`src/rtl/bootlink_pkg.sv`:
```
// Shared types and helpers for the paced boot-link transmitter.
// Assumes: all timing inputs are whole microseconds.
package bootlink_pkg;

    localparam int ADDR_W     = 16;
    localparam int BYTE_W     = 8;
    localparam int ADDR_BYTES = ADDR_W / BYTE_W;
    localparam int HDR_BYTES  = 1 + 2 * ADDR_BYTES;

    typedef enum logic [2:0] {
        ST_IDLE,
        ST_BITS,
        ST_GAP,
        ST_FETCH,
        ST_PAUSE
    } tx_state_t;

    // Converts a duration in microseconds to clock cycles, rounding up.
    function automatic longint unsigned us_to_cycles(input longint unsigned clk_hz,
                                                     input longint unsigned dur_us);
        return (clk_hz * dur_us + 64'd999_999) / 64'd1_000_000;
    endfunction

endpackage

```
`src/rtl/bootlink_timer.sv`:
```
// Interval counter for the transmitter.
// Counts from 0 up to limit-1, flags the final cycle and wraps to 0 on its own.
// Assumes: limit >= 1. A synchronous clear forces the count to zero.
module bootlink_timer #(
    parameter int CNT_W = 16
) (
    input  logic             clk,
    input  logic             rst_n,
    input  logic             clear,
    input  logic [CNT_W-1:0] limit,
    output logic [CNT_W-1:0] count,
    output logic             last
);

    assign last = (count == limit - CNT_W'(1));

    // Advance the count, or wrap at the end of the interval.
    always_ff @(posedge clk) begin
        if (!rst_n || clear) begin
            count <= '0;
        end else if (last) begin
            count <= '0;
        end else begin
            count <= count + CNT_W'(1);
        end
    end

endmodule

```
`src/rtl/bootlink_shifter.sv`:
```
// Byte shifter: presents the LSB and shifts right one place per bit slot.
// Assumes: load and shift are never high in the same cycle.
module bootlink_shifter #(
    parameter int W = 8
) (
    input  logic         clk,
    input  logic         rst_n,
    input  logic         load,
    input  logic [W-1:0] load_val,
    input  logic         shift,
    output logic         lsb,
    output logic         last_bit
);

    localparam int IDX_W = $clog2(W);

    logic [W-1:0]     sr_q;
    logic [IDX_W-1:0] idx_q;

    assign lsb      = sr_q[0];
    assign last_bit = (idx_q == IDX_W'(W - 1));

    // Load a new byte, or move the next bit into the LSB position.
    always_ff @(posedge clk) begin
        if (!rst_n) begin
            sr_q  <= '0;
            idx_q <= '0;
        end else if (load) begin
            sr_q  <= load_val;
            idx_q <= '0;
        end else if (shift) begin
            sr_q  <= sr_q >> 1;
            idx_q <= idx_q + IDX_W'(1);
        end
    end

endmodule

```
`src/rtl/bootlink_hdr.sv`:
```
// Header byte selector.
// Byte 0 is the type code, then the limit address MSB first,
// then the first address MSB first.
// Assumes: indexes at or above the header length return zero.
module bootlink_hdr
    import bootlink_pkg::*;
#(
    parameter int IDX_W = 3
) (
    input  logic [BYTE_W-1:0] kind_i,
    input  logic [ADDR_W-1:0] first_i,
    input  logic [ADDR_W-1:0] limit_i,
    input  logic [IDX_W-1:0]  idx_i,
    output logic [BYTE_W-1:0] byte_o
);

    logic [BYTE_W-1:0] hb [HDR_BYTES];

    assign hb[0] = kind_i;

    // Split each address into bytes, most significant byte first.
    for (genvar i = 0; i < ADDR_BYTES; i++) begin : g_addr
        assign hb[1 + i]              = limit_i[ADDR_W-1-BYTE_W*i -: BYTE_W];
        assign hb[1 + ADDR_BYTES + i] = first_i[ADDR_W-1-BYTE_W*i -: BYTE_W];
    end

    // Pick the indexed header byte.
    always_comb begin
        byte_o = '0;
        if (int'(idx_i) < HDR_BYTES) byte_o = hb[idx_i];
    end

endmodule

```
`src/rtl/bootlink_tx.sv`:
```
// Paced two-wire serial boot transmitter (top).
// Sends the header, then the payload from first to limit (exclusive).
// Every byte goes out LSB first, one strobe pulse per bit.
// Slot timing: data is registered at slot cycle 0, and the strobe is high
// during slot cycles 1..STB (seen one cycle later at the output registers).
// Assumes: STB_CYC + 2 <= PBIT_CYC and STB_CYC + 2 <= HBIT_CYC,
// and every interval is at least one cycle.
module bootlink_tx
    import bootlink_pkg::*;
#(
    parameter int unsigned CLK_HZ     = 50_000_000,
    parameter int unsigned HDR_BIT_US = 2000,
    parameter int unsigned HDR_GAP_US = 1000,
    parameter int unsigned PAY_BIT_US = 80,
    parameter int unsigned PAY_GAP_US = 125,
    parameter int unsigned PAGE_US    = 2000,
    parameter int unsigned STROBE_US  = 15
) (
    input  logic              clk,
    input  logic              rst_n,
    input  logic              start_i,
    input  logic [7:0]        kind_i,
    input  logic [15:0]       first_addr_i,
    input  logic [15:0]       limit_addr_i,
    output logic              byte_req_o,
    input  logic              byte_valid_i,
    input  logic [7:0]        byte_data_i,
    output logic              ser_clk_o,
    output logic              ser_dat_o,
    output logic              busy_o,
    output logic              done_o
);

    localparam int unsigned HBIT_CYC = int'(us_to_cycles(CLK_HZ, HDR_BIT_US));
    localparam int unsigned HGAP_CYC = int'(us_to_cycles(CLK_HZ, HDR_GAP_US));
    localparam int unsigned PBIT_CYC = int'(us_to_cycles(CLK_HZ, PAY_BIT_US));
    localparam int unsigned PGAP_CYC = int'(us_to_cycles(CLK_HZ, PAY_GAP_US));
    localparam int unsigned PAGE_CYC = int'(us_to_cycles(CLK_HZ, PAGE_US));
    localparam int unsigned STB_CYC  = int'(us_to_cycles(CLK_HZ, STROBE_US));
    localparam int unsigned MAX_A    = (HBIT_CYC > HGAP_CYC) ? HBIT_CYC : HGAP_CYC;
    localparam int unsigned MAX_B    = (PAGE_CYC > PGAP_CYC) ? PAGE_CYC : PGAP_CYC;
    localparam int unsigned MAX_C    = (MAX_A > MAX_B) ? MAX_A : MAX_B;
    localparam int unsigned MAX_LIM  = (MAX_C > PBIT_CYC) ? MAX_C : PBIT_CYC;
    localparam int CNT_W = $clog2(MAX_LIM + 1);
    localparam int HIX_W = $clog2(HDR_BYTES);

    tx_state_t         state_q;
    logic              is_hdr_q;
    logic [HIX_W-1:0]  hdr_idx_q;
    logic [BYTE_W-1:0] kind_q;
    logic [ADDR_W-1:0] first_q, limit_q, cur_q;
    logic              done_q, sclk_q, sdat_q;

    logic [CNT_W-1:0]  t_limit, t_count;
    logic              t_last, t_clear;
    logic              sh_load, sh_shift, sh_lsb, sh_last;
    logic [BYTE_W-1:0] sh_val, hdr_byte;
    logic              hdr_more;

    assign busy_o     = (state_q != ST_IDLE);
    assign byte_req_o = (state_q == ST_FETCH);
    assign done_o     = done_q;
    assign ser_clk_o  = sclk_q;
    assign ser_dat_o  = sdat_q;
    assign hdr_more   = is_hdr_q && (hdr_idx_q != HIX_W'(HDR_BYTES - 1));
    assign t_clear    = (state_q == ST_IDLE) || (state_q == ST_FETCH);

    // Pick the length of the interval the current state is timing.
    always_comb begin
        unique case (state_q)
            ST_BITS:  t_limit = is_hdr_q ? CNT_W'(HBIT_CYC) : CNT_W'(PBIT_CYC);
            ST_GAP:   t_limit = is_hdr_q ? CNT_W'(HGAP_CYC) : CNT_W'(PGAP_CYC);
            ST_PAUSE: t_limit = CNT_W'(PAGE_CYC);
            default:  t_limit = CNT_W'(1);
        endcase
    end

    // Decide when and what the shifter loads, and when it shifts.
    always_comb begin
        sh_load  = 1'b0;
        sh_val   = byte_data_i;
        sh_shift = (state_q == ST_BITS) && t_last && !sh_last;
        unique case (state_q)
            ST_IDLE: begin
                sh_load = start_i;
                sh_val  = kind_i;
            end
            ST_GAP: begin
                sh_load = t_last && hdr_more;
                sh_val  = hdr_byte;
            end
            ST_FETCH: sh_load = byte_valid_i;
            default: ;
        endcase
    end

    bootlink_timer #(.CNT_W(CNT_W)) timer_i (
        .clk(clk), .rst_n(rst_n), .clear(t_clear), .limit(t_limit),
        .count(t_count), .last(t_last)
    );

    bootlink_shifter #(.W(BYTE_W)) shifter_i (
        .clk(clk), .rst_n(rst_n), .load(sh_load), .load_val(sh_val),
        .shift(sh_shift), .lsb(sh_lsb), .last_bit(sh_last)
    );

    bootlink_hdr #(.IDX_W(HIX_W)) hdr_i (
        .kind_i(kind_q), .first_i(first_q), .limit_i(limit_q),
        .idx_i(hdr_idx_q + HIX_W'(1)), .byte_o(hdr_byte)
    );

    // Sequence the transfer: header bytes, gaps, fetches, page pauses, done.
    always_ff @(posedge clk) begin
        if (!rst_n) begin
            state_q   <= ST_IDLE;
            is_hdr_q  <= 1'b0;
            hdr_idx_q <= '0;
            kind_q    <= '0;
            first_q   <= '0;
            limit_q   <= '0;
            cur_q     <= '0;
            done_q    <= 1'b0;
        end else begin
            done_q <= 1'b0;
            unique case (state_q)
                ST_IDLE: if (start_i) begin
                    kind_q    <= kind_i;
                    first_q   <= first_addr_i;
                    limit_q   <= limit_addr_i;
                    cur_q     <= first_addr_i;
                    is_hdr_q  <= 1'b1;
                    hdr_idx_q <= '0;
                    state_q   <= ST_BITS;
                end
                ST_BITS: if (t_last && sh_last) state_q <= ST_GAP;
                ST_GAP: if (t_last) begin
                    if (hdr_more) begin
                        hdr_idx_q <= hdr_idx_q + HIX_W'(1);
                        state_q   <= ST_BITS;
                    end else begin
                        is_hdr_q <= 1'b0;
                        if (cur_q != limit_q) begin
                            state_q <= ST_FETCH;
                        end else begin
                            state_q <= ST_IDLE;
                            done_q  <= 1'b1;
                        end
                    end
                end
                ST_FETCH: if (byte_valid_i) begin
                    cur_q   <= cur_q + ADDR_W'(1);
                    state_q <= (cur_q[BYTE_W-1:0] == '0) ? ST_PAUSE : ST_BITS;
                end
                ST_PAUSE: if (t_last) state_q <= ST_BITS;
                default: state_q <= ST_IDLE;
            endcase
        end
    end

    // Register the link outputs so the wires never glitch.
    always_ff @(posedge clk) begin
        if (!rst_n) begin
            sclk_q <= 1'b0;
            sdat_q <= 1'b0;
        end else begin
            sclk_q <= (state_q == ST_BITS) && (t_count >= CNT_W'(1))
                      && (t_count <= CNT_W'(STB_CYC));
            sdat_q <= (state_q == ST_BITS) ? sh_lsb : 1'b0;
        end
    end

    // Length of the current strobe pulse, kept for the width check below.
    int unsigned hi_run_q;
    always_ff @(posedge clk) begin
        if (!rst_n)      hi_run_q <= 0;
        else if (sclk_q) hi_run_q <= hi_run_q + 1;
        else             hi_run_q <= 0;
    end

    a_r3_setup: assert property (@(posedge clk) disable iff (!rst_n)
        $rose(ser_clk_o) |-> $stable(ser_dat_o));
    a_r3_hold_high: assert property (@(posedge clk) disable iff (!rst_n)
        (ser_clk_o && $past(ser_clk_o)) |-> $stable(ser_dat_o));
    a_r3_hold_fall: assert property (@(posedge clk) disable iff (!rst_n)
        $fell(ser_clk_o) |-> $stable(ser_dat_o));
    a_r4_strobe_width: assert property (@(posedge clk) disable iff (!rst_n)
        $fell(ser_clk_o) |-> (hi_run_q == STB_CYC));
    a_r7_req_held: assert property (@(posedge clk) disable iff (!rst_n)
        (byte_req_o && !byte_valid_i) |=> byte_req_o);
    a_r9_start_ignored: assert property (@(posedge clk) disable iff (!rst_n)
        (busy_o && start_i) |=> ($stable(kind_q) && $stable(first_q) && $stable(limit_q)));
    a_r10_done_single: assert property (@(posedge clk) disable iff (!rst_n)
        done_o |=> !done_o);
    a_r10_done_idle: assert property (@(posedge clk) disable iff (!rst_n)
        done_o |-> !busy_o);

endmodule

```
`config.mk`:
```
export PLATFORM = sky130hd
export DESIGN_NAME = bootlink_tx
export DESIGN_NICKNAME = d
export VERILOG_FILES = /design/src/rtl/bootlink_pkg.sv /design/src/rtl/bootlink_timer.sv /design/src/rtl/bootlink_shifter.sv /design/src/rtl/bootlink_hdr.sv /design/src/rtl/bootlink_tx.sv
export SDC_FILE = /design/constraint.sdc
export NUM_CORES = 1
export LEC_CHECK = 0
export BUFFER_PORTS_ARGS = -buffer_cell sky130_fd_sc_hd__buf_2
export CORE_MARGIN = 3
export CORE_UTILIZATION = 64
export DETAILED_ROUTE_END_ITERATION = 10
export PLACE_DENSITY = 0.85
export SETUP_SLACK_MARGIN = 0.15
export SLEW_MARGIN = 0
export SYNTH_ARGS = -nofsm -noshare
export SYNTH_HDL_FRONTEND = slang
export SYNTH_HIERARCHICAL = 1
export SYNTH_SLANG_ARGS = --single-unit
```
`constraint.sdc`:
```
create_clock -name clk -period 8.8 [get_ports clk]
set_input_delay 0.88 -clock clk [delete_from_list [all_inputs] [get_ports clk]]
set_output_delay 0.88 -clock clk [all_outputs]
set_load 0.05 [all_outputs]
```
==> metrics.csv, run 1 <==
stage,metric,value,unit
critical_path,crit_family,simple AND/OR/NAND/NOR gates,
routing,vias,5261,
critical_path,worstSetupPathType,reg2reg,
synthesis,syn_avg_cell_area,8.178,sq um
critical_path,cp.arrival,5.62,ns
cts,postCtsHoldBufs,0,
timing,finalSetupTns,0,ns
die,design.core.area,8464,sq um
synthesis,yosysUniqueCellTypes,74,
timing,max_freq,186.9,MHz
routing,drt_iter0_drc,338,
routing,drt_first_pass_iters,5,
global_routing,grt_pass1_vias,4974,
global_routing,grt_overflow,0,
finish,most-common-layout-cells,"nand2_1, dfxtp_1, a21oi_1",
timing,setup_viol,0,
finish,multi_input_area,3568,sq um
cts,clk_transition_reported_paths,0.11,ns
routing,wl,14580,um
synthesis,netlist_area,5733,sq um
routing,routed_via_density,6.219,
placement,io_buffers,56,
global_routing,antenna_found_initial,0,
timing,tightest_slew,1.066,ns
routing,wl_per_cell,17.24,um
timing,rsz0062_at_grt,false,
critical_path,crit_path_max_fanout,30,
cts,worstSkewPairLatency,0.38,ns
synthesis,syn_inst,701,
die,pin_count,57,
power,vdd_drop_max,0.0001296,V
timing,finalCritPeriodShare,60.79,%
finish,final_common_cell,nand2_1,
critical_path,critPathMaxStageDelay,0.88,ns
cts,htree_levels,3,
die,dieArea,10130,sq um
synthesis,synth_edf_count,0,
global_routing,grt_usage,29.31,%
placement,globalplace.congestion,0.9771,
timing,period_needed,5.350,ns
cts,ctsResizeCount,0,
critical_path,crit_buf_inv,4,
critical_path,required,9.07,ns
die,fp.dieH,100.6,um
synthesis,async_flop_share,0,%
cts,cts_buffers,9,
finish,fin_nets,796,
finish,drive_gt1_share,15.11,%
timing,finalClockSkew,0.01377,ns
die,initial_core_util,67.73,%
finish,seqCellArea,1882,sq um
power,leakagePower,0.002471,uW
synthesis,ys_ff_latch,94,
critical_path,critPathSlowestCell,nor2_1,
finish,nFillCells,654,
global_routing,grt_pass1_wl,23960,um
synthesis,synth_top_flop_cell,dfxtp_1,
power,power_density,268.6,nW/um^2
finish,synthToLayoutAreaGrowth,7.551,%
timing,drv_slew,0,
timing,hold_viol_final,0,
cts,clkSinkCount,94,
routing,ant_nets,0,
placement,place_hpwl,10590,um
critical_path,worstPathCellList,"nor2_1, nand2_1, inv_1, nor2_1, inv_1, ha_1, or4b_2, or3_1, a21oi_1, mux2i_1, nor4_4, buf_4, nor3b_1, buf_4, mux2_2, o211a_1",
die,die_w,100.6,um
die,rows,33,
global_routing,grt_max_degree,57,
placement,pre_cts_slack,3.474,ns
synthesis,seq_area_frac_synth,32.82,%
routing,drc,0,
timing,hold_ws,0.4639,ns
cts,clockRootBuffer,clkbuf_8,
timing,fin_ws,3.451,ns
synthesis,ys_warn_count,6,
run_status,outcome,completed,
finish,diodes,0,
critical_path,end_kind,register,
timing,relSlewSlack,28.66,%
cts,post_cts_buffers,0,
critical_path,critPathLaunchType,register,
min_path,hp-class,reg2reg,
cts,clockBufferDepth,2,
run,drv_cap,0,
cts,cts_tree,built,
==> worst register-to-register path, stage by stage, from the launching register on <==
cell and delay (ns):
dfxtp_1 0.47, nor2_1 0.88, nand2_1 0.26, inv_1 0.24, nor2_1 0.13, inv_1 0.09
ha_1 0.24, or4b_2 0.67, or3_1 0.39, a21oi_1 0.15, mux2i_1 0.12, nor4_4 0.28
buf_4 0.34, nor3b_1 0.23, buf_4 0.22, mux2_2 0.35, o211a_1 0.20
==> Yosys cell counts (4+ instances only) <==
library cell	n	area, sq um
nand2_1	109	409.1
dfxtp_1	94	1882
a21oi_1	69	345.3
nor2_1	47	176.4
xnor2_1	38	332.8
nor3_1	27	135.1
clkbuf_1	22	82.58
nand3_1	21	105.1
mux2i_1	19	190.2
inv_1	18	67.56
xor2_1	17	148.9
buf_2	16	80.08
o21ai_0	16	80.08
nand2b_1	11	68.82
nand4_1	10	62.56
nor3b_1	9	67.56
a221o_1	8	80.08
a31oi_1	8	50.05
ha_1	8	100.1
mux2_2	8	90.09
mux2_4	7	105.1
o211a_1	7	70.07
nor4_1	6	37.54
o211ai_1	6	45.04
or4_1	6	45.04
and2_1	5	31.28
and3_1	5	31.28
buf_6	5	56.30
or3_1	5	31.28
a211oi_1	4	30.03
nand4b_1	4	35.03
o2111ai_1	4	35.03
==> cell families after synthesis <==
family                     after synthesis  synth area share [%]
xor gates and xnor gates                56                 8.795
adders and majority gates                9                 1.921
AOI/OAI and AO/OA                      153                 17.94
other                                    1               0.06541
and+or+nand+nor                        288                 26.21
muxes                                   34                 6.722
buffers and inverters                   66                 5.521
DFF                                     94                 32.82
==> cell type report <==
class                   instances  share of cell area [%]
flip-flops and latches         94                   30.52
inverters                      19                   1.157
well taps                     105                   2.131
clock inverters                 7                   1.035
clock buffers                   9                   2.009
multi-input cells             550                   57.87
repair buffers                 62                   5.276
==> sequential cells by signal (all words and copies together), names as in the netlist <==
| name | count |
|---|---|
| state_q | 3 |
| ser_clk_o | 1 |
| shifter_i/idx_q | 3 |
| first_q | 16 |
| ser_dat_o | 1 |
| kind_q | 8 |
| hdr_idx_q | 3 |
| is_hdr_q | 1 |
| limit_q | 16 |
| timer_i/count | 17 |
| done_o | 1 |
| shifter_i/sr_q | 8 |
| cur_q | 16 |
==> per-layer routing <==
layer / vias to the layer above / wire length, um / GRT usage (%)
met5: - / 0 / 0
met2: 211 / 7127 / 50.13
met4: 0 / 386 / 11.40
met1: 2451 / 6129 / 37.68
met3: 42 / 938 / 3.391
li1: 2557 / - / -
==> path summary, 6_finish.rpt <==
| path | startpoint | endpoint | slack (ns) | cells after the start |
|---|---|---|---|---|
| max reg2reg | state_q[0] | shifter_i/sr_q[0] | 3.45 | 16 |
| max | state_q[0] | shifter_i/sr_q[0] | 3.45 | 16 |
| min reg2reg | first_q[6] | first_q[6] | 0.46 | 2 |
| min | first_q[6] | first_q[6] | 0.46 | 2 |
==> through the flow <==
stage | util [%] | power (uW) | cell area, sq um | cells
after floorplan | - | 1220 | 5767 | 710
after global placement | 70.63 | 1339 | 5978 | 830
after detailed placement | 70.63 | 1367 | 5978 | 830
after CTS | 72.85 | 1647 | 6166 | 846
after global routing | 72.85 | 1761 | 6166 | 846
final | 72.85 | 1656 | 6166 | 846
==> report_power, final <==
part / switching [uW] / internal (uW)
Clock: 170 / 110
Sequential: 93.7 / 504
Combinational: 475 / 303
(Power assumes the default switching activity.)
==> inputs of run 2 (changes only) <==
- ABC_AREA: unset -> 1
- CORE_UTILIZATION: 64 -> 60
- PLACE_DENSITY: 0.85 -> 0.8
- clock period: 8.8 -> 5.59 ns (I/O delays scaled with it)
==> run 2 against run 1 <==
  * Flip-flop and latch count unchanged
  * Fmax up 27%
  * Clock skew up 0.0033 ns
  * Clock-buffer cell count up 2
  * Sequential power up 60%
  * Sequential share of layout area down 2.4 points
  * First-iteration DRC count up 45%
  * Total power up 77%
  * Combinational power up 94%
  * Synthesized area up 8.5%
  * Final cell count up 38%
  * Highest routed layer unchanged
==> metrics.csv, run 2 <==
stage,metric,value,unit
run_status,outcome,completed,
global_routing,grtUsageMet1,42.02,%
finish,fin_nets,1086,
finish,synthToLayoutAreaGrowth,7.401,%
min_path,whs_path_depth,2,
finish,final_common_cell,nand2_1,
finish,diodes,0,
die,dieArea,11630,sq um
timing,finalSetupTns,0,ns
timing,period_needed,4.207,ns
synthesis,ys_ff_latch,94,
finish,multi_input_area,3598,sq um
global_routing,grtUsageMet2,41.56,%
timing,max_freq,237.7,MHz
routing,wl_per_cell,13.49,um
timing,finalCritPeriodShare,75.25,%
finish,largest_register,timer_i/count,
cts,clkSinkCount,94,
cts,clockBufferDepth,2,
critical_path,crit_path_max_fanout,20,
cts,cts_buffers,9,
synthesis,syn_avg_cell_area,6.316,sq um
timing,setup_viol,0,
synthesis,yosys.area.top_type,dfxtp_1,
finish,stdcell_area,6681,sq um
critical_path,cp.arrival,4.49,ns
synthesis,synth-simple-area-share,40.35,%
synthesis,ys_warn_count,6,
cts,postCtsHoldBufs,0,
synthesis,syn_inst,985,
synthesis,yosys-top-cells-area,"dfxtp_1, nand2_1, inv_1, nand3_1, a21oi_1",
routing,vias,6155,
die,initial_core_util,62.78,%
min_path,min-delay-start,shifter_i/sr_q[0],
finish,largest_register_ffs,17,
timing,relSlewSlack,41.07,%
global_routing,antenna_found_initial,0,
global_routing,grt_pass1_wl,26510,um
routing,drc,0,
timing,hold_viol_final,0,
synthesis,netlist_area,6221,sq um
cts,cts_tree,built,
die,design.core.area,9910,sq um
routing,routed_via_density,5.288,
critical_path,reg2reg_depth,24,
die,die_w,107.8,um
synthesis,synth_common_cells,"nand2_1, inv_1, dfxtp_1",
cts,post_cts_buffers,0,
synthesis,synth_mux_area_share,0,%
global_routing,grt_usage,28.70,%
critical_path,timing.rr.end,shifter_i/sr_q[6],
die,pin_count,57,
run,drv_cap,0,
critical_path,required,5.87,ns
synthesis,yosysUniqueCellTypes,48,
global_routing,grt_max_degree,59,
cts,clockRootBuffer,clkbuf_8,
placement,post_dp_cell_area,6482,sq um
min_path,hold_end,ser_dat_o,
timing,tightest_slew,0.8807,ns
critical_path,end_kind,register,
die,fp.dieH,107.8,um
synthesis,synth_fa_ha_area_share,1.609,%
critical_path,r2r-start,state_q[1],
power,power_density,439.6,nW/um^2
global_routing,grt_use_met3,6.299,%
routing,wl,15710,um
synthesis,synth_top_flop_cell,dfxtp_1,
critical_path,critPathLaunchType,register,
finish,drive_gt1_share,13.48,%
finish,most-common-layout-cells,"nand2_1, inv_1, dfxtp_1",
synthesis,synth.most_common_cell,nand2_1,
routing,drt_iter0_drc,491,
power,leakagePower,0.003101,uW
cts,worstSkewPairLatency,0.39,ns
cts,clk_transition_reported_paths,0.09,ns
global_routing,grt_overflow,0,
synthesis,yosysTopAreaCellShare,30.25,%
timing,finalClockSkew,0.01705,ns
synthesis,synth_top_family_by_area,simple AND/OR/NAND/NOR gates,
synthesis,async_flop_share,0,%
synthesis,synth_edf_count,0,
cts,htree_levels,3,
synthesis,synth_compound_area_share,11.02,%
min_path,hp-class,reg2reg,
global_routing,grt_pass1_vias,5580,
timing,rsz0062_at_grt,false,
placement,place_hpwl,11360,um
finish,seqCellArea,1882,sq um
routing,drt_first_pass_iters,6,
placement,io_buffers,56,
power,vdd_drop_max,0.0003921,V
die,rows,36,
critical_path,worstSetupPathType,reg2reg,
synthesis,seq_area_frac_synth,30.25,%
routing,ant_nets,0,
synthesis,synth_xor_area_share,4.505,%
global_routing,grt_busiest_layer,met1,
cts,ctsResizeCount,0,
timing,drv_slew,0,
placement,globalplace.congestion,0.9549,
critical_path,r2r_slack,1.38,ns
finish,nFillCells,981,
run 2: changes by cell type in the layout (fill, tap and decap cells not counted), moves of 16 or more:
cell     delta
nand2_1   +203
inv_1     +109
nand3_1    +70
xnor2_1    -26
nor2_1     +23
o21ai_0    +20
mux2i_1    -19
nor3_1     -19
nor2_2     +16
run 2: cell families after synthesis:
| kind of cell | Yosys count |
|---|---|
| simple gates | 550 |
| flops | 94 |
| fa+ha+maj | 8 |
| buf+inv | 174 |
| compound gates | 126 |
| xor+xnor | 32 |
| other cells | 1 |
run 2: stage by stage:
| step | hold slack, ns | utilization [%] | worst slack (ns) | std cells | total power (uW) |
|---|---|---|---|---|---|
| final | 0.4349 | 67.42 | 1.383 | 1164 | 2937 |
| after global routing | 0.4425 | 67.42 | 0.9030 | 1164 | 3199 |
| after CTS | 0.4251 | 67.42 | 1.377 | 1164 | 2932 |
| after detailed placement | 0.4403 | 65.42 | 1.377 | 1148 | 2452 |
| after global placement | 0.4472 | 65.42 | 1.486 | 1148 | 2443 |
| after floorplan | 0.4247 | - | 2.356 | 990 | 2184 |
run 2: cell type report:
cell class                 count  share of cell area [%]
inverter                     141                   8.090
multi-input combinational    722                   53.86
clock buffer                  11                   2.116
sequential                    94                   28.16
timing repair buffer          58                   4.419
tap                          133                   2.491
clock inverter                 5                  0.8614
run 2: critical path: stages, from the launching register on:
cell and delay, ns:
dfxtp_1 0.55, inv_2 0.16, nor2_8 0.30, inv_2 0.10, nor2_1 0.55, inv_1 0.11
ha_1 0.24, nand3_2 0.16, inv_2 0.08, nand2_2 0.08, nand2_1 0.05, nand2_1 0.06
nand2_1 0.04, nor2_1 0.08, nand2_1 0.06, nor2_2 0.09, nand3_2 0.13, inv_1 0.10
inv_1 0.09, nor2_1 0.69, nor2_4 0.14, nand2_1 0.09, nand3_1 0.06, nand2_1 0.06
inv_1 0.04
run 2: report_power, final:
part | leakage (uW) | total (uW) | internal, uW | switching [uW]
Sequential | 0.000770 | 956 | 812 | 144
Clock | 0.000104 | 473 | 220 | 252
Combinational | 0.00223 | 1510 | 489 | 1020
run 2: how the worst max path moves through the flow:
stage / from / to / slack [ns]
2_1_floorplan: state_q[1] / shifter_i/sr_q[0] / 2.36
3_3_place_gp: state_q[1] / shifter_i/sr_q[0] / 1.49
3_5_place_dp: state_q[1] / shifter_i/sr_q[5] / 1.38
4_1_cts: state_q[1] / shifter_i/sr_q[0] / 1.38
5_1_grt: state_q[1] / shifter_i/sr_q[6] / 0.90
6_report: state_q[1] / shifter_i/sr_q[6] / 1.38
run 2: layer usage:
| layer | vias up | wire length, um |
|---|---|---|
| met5 | - | 0 |
| met2 | 242 | 6466 |
| met4 | 0 | 332 |
| met1 | 2700 | 7438 |
| met3 | 31 | 1468 |
| li1 | 3182 | - |
==> inputs of run 3 (changes only) <==
- CORE_UTILIZATION: 60 -> 55
- PLACE_DENSITY: 0.8 -> 0.78
- clock period: 5.59 -> 3.4 ns (I/O delays scaled with it)
==> run 3 against run 2 <==
  * Setup slack got worse by 1.1 ns
  * Non-clock buffer count increased by 20
  * Largest power group unchanged
  * Worst hold slack got worse by 0.17 ns
  * Clock-buffer cell count unchanged
  * Total power increased by 77%
  * Sequential share of layout area decreased by 1.1 points
==> metrics.csv, run 3 (synthesized netlist as in run 2, its figures left out) <==
stage,metric,value,unit
critical_path,end_kind,register,
cts,clkSinkCount,94,
timing,finalClockSkew,0.008233,ns
placement,globalplace.congestion,0.9412,
power,p_int,2764,uW
finish,final_common_cell,nand2_1,
timing,max_freq,324.6,MHz
die,dieArea,12620,sq um
timing,relSlewSlack,56.42,%
cts,postCtsHoldBufs,0,
global_routing,grt_pass1_vias,5615,
global_routing,grt_usage,25.51,%
routing,wl_per_cell,13.46,um
timing,tightest_slew,0.6487,ns
timing,finalSetupTns,0,ns
global_routing,grt_max_degree,58,
power,power_density,744.8,nW/um^2
cts,cts_buffers,9,
critical_path,r2r-start,state_q[1],
critical_path,timing.rr.end,shifter_i/sr_q[5],
finish,seqCellArea,1889,sq um
cts,worstSkewPairLatency,0.35,ns
die,fp.dieH,112.4,um
routing,drt_first_pass_iters,5,
finish,most-common-layout-cells,"nand2_1, inv_1, dfxtp_1",
finish,largest_register_ffs,17,
min_path,whs_path_depth,3,
min_path,min-delay-start,limit_addr_i[12],
finish,fin_nets,1106,
finish,stdcell_area,6975,sq um
critical_path,critPathLaunchType,register,
finish,diodes,0,
power,p_seq_share,29.9,%
routing,drc,0,
finish,synthToLayoutAreaGrowth,12.13,%
power,vdd_drop_max,0.0004874,V
finish,largest_register,timer_i/count,
timing,hold_viol_final,0,
cts,clockBufferDepth,2,
die,die_w,112.4,um
cts,htree_levels,3,
power,p_comb_share,52.0,%
critical_path,reg2reg_depth,24,
critical_path,required,3.65,ns
global_routing,grt_pass1_wl,26500,um
finish,nFillCells,1054,
power,power_switching,2432,uW
cts,clk_transition_reported_paths,0.07,ns
timing,period_needed,3.081,ns
power,p_clk_share,18.1,%
placement,post_dp_cell_area,6559,sq um
timing,drv_slew,0,
run,drv_cap,0,
die,initial_core_util,56.89,%
critical_path,r2r_slack,0.32,ns
die,pin_count,57,
global_routing,antenna_found_initial,0,
routing,vias,6220,
cts,clockRootBuffer,clkbuf_16,
die,design.core.area,10940,sq um
finish,multi_input_area,3649,sq um
min_path,hp-class,in2reg,
die,rows,38,
finish,drive_gt1_share,15.98,%
critical_path,cp.arrival,3.33,ns
routing,ant_nets,0,
timing,rsz0062_at_grt,false,
critical_path,worstSetupPathType,reg2reg,
routing,wl,16030,um
routing,drt_iter0_drc,454,
timing,setup_viol,0,
critical_path,crit_path_max_fanout,12,
cts,cts_tree,built,
placement,io_buffers,56,
placement,place_hpwl,11280,um
power,leakagePower,0.003238,uW
run_status,outcome,completed,
global_routing,grt_overflow,0,
routing,routed_via_density,5.223,
power,p_sw_share,46.81,%
min_path,hold_end,limit_q[12],
timing,finalCritPeriodShare,90.61,%
[run 3: what timing repair did]
item | in CTS | in global routing
gates resized for setup | 1 | 21
setup endpoints to repair | 1 | 16
buffers inserted | 0 | 11
pin swaps | 0 | 8
gates cloned | 0 | 0
[run 3: area by class of cell]
cell class	instances	area share, %
clock buffers	11	3.336
clock inverters	5	0.5022
inverters	141	7.821
multi-input cells	722	52.30
flip-flops and latches	94	27.09
well taps	140	2.511
repair buffers	78	6.439
[run 3: power by group through the flow]
stage | registers, uW | clock network [uW] | logic [uW]
5_1_grt | 1590 | 1000 | 3050
3_5_place_dp | 1560 | 0 | 2520
4_1_cts | 1540 | 965 | 2540
3_3_place_gp | 1560 | 0 | 2490
2_1_floorplan | 1520 | 0 | 2070
6_report | 1550 | 940 | 2700
[run 3: worst max-delay path by stage]
stage / endpoint / slack [ns] / start
CTS: shifter_i/sr_q[0] / 0.20 / state_q[2]
floorplan: shifter_i/sr_q[0] / 0.17 / state_q[1]
detailed placement: shifter_i/sr_q[0] / 0.18 / state_q[0]
global placement: shifter_i/sr_q[6] / 0.27 / state_q[0]
global route: shifter_i/sr_q[5] / 0.08 / state_q[1]
finish: shifter_i/sr_q[5] / 0.32 / state_q[1]
[run 3: metrics by stage]
step / cells / util (%) / hold slack, ns / power (uW) / worst slack, ns
2_1_floorplan: 990 / - / 0.4247 / 3590 / 0.1665
3_3_place_gp: 1164 / 59.98 / 0.4504 / 4049 / 0.2689
3_5_place_dp: 1164 / 59.98 / 0.4532 / 4077 / 0.1850
4_1_cts: 1180 / 62.44 / 0.2546 / 5043 / 0.1969
5_1_grt: 1191 / 63.79 / 0.2697 / 5641 / 0.07986
6_report: 1191 / 63.79 / 0.2638 / 5195 / 0.3191
[run 3: worst max-delay path: stages, from the launching register on]
cell and delay, ns:
dfxtp_1 0.32, inv_2 0.16, nand3_4 0.16, nand2_8 0.14, nor2_1 0.07, inv_1 0.12
ha_2 0.24, nand3_4 0.11, inv_2 0.09, nand2_2 0.08, nor2_2 0.14, nand3_1 0.09
nand2_1 0.08, nand2_1 0.06, nor2_2 0.10, nand3_2 0.12, inv_1 0.10, inv_1 0.10
nor2_1 0.12, buf_4 0.22, nor2_4 0.09, nand2_1 0.08, nand3_1 0.09, nand2_1 0.07
inv_1 0.04
[run 3: per-layer routing]
| layer | wire [um] | track usage (%) |
|---|---|---|
| met5 | 0 | 0 |
| met4 | 176 | 6.490 |
| met3 | 1213 | 6.631 |
| met2 | 6991 | 39.01 |
| met1 | 7653 | 36.02 |
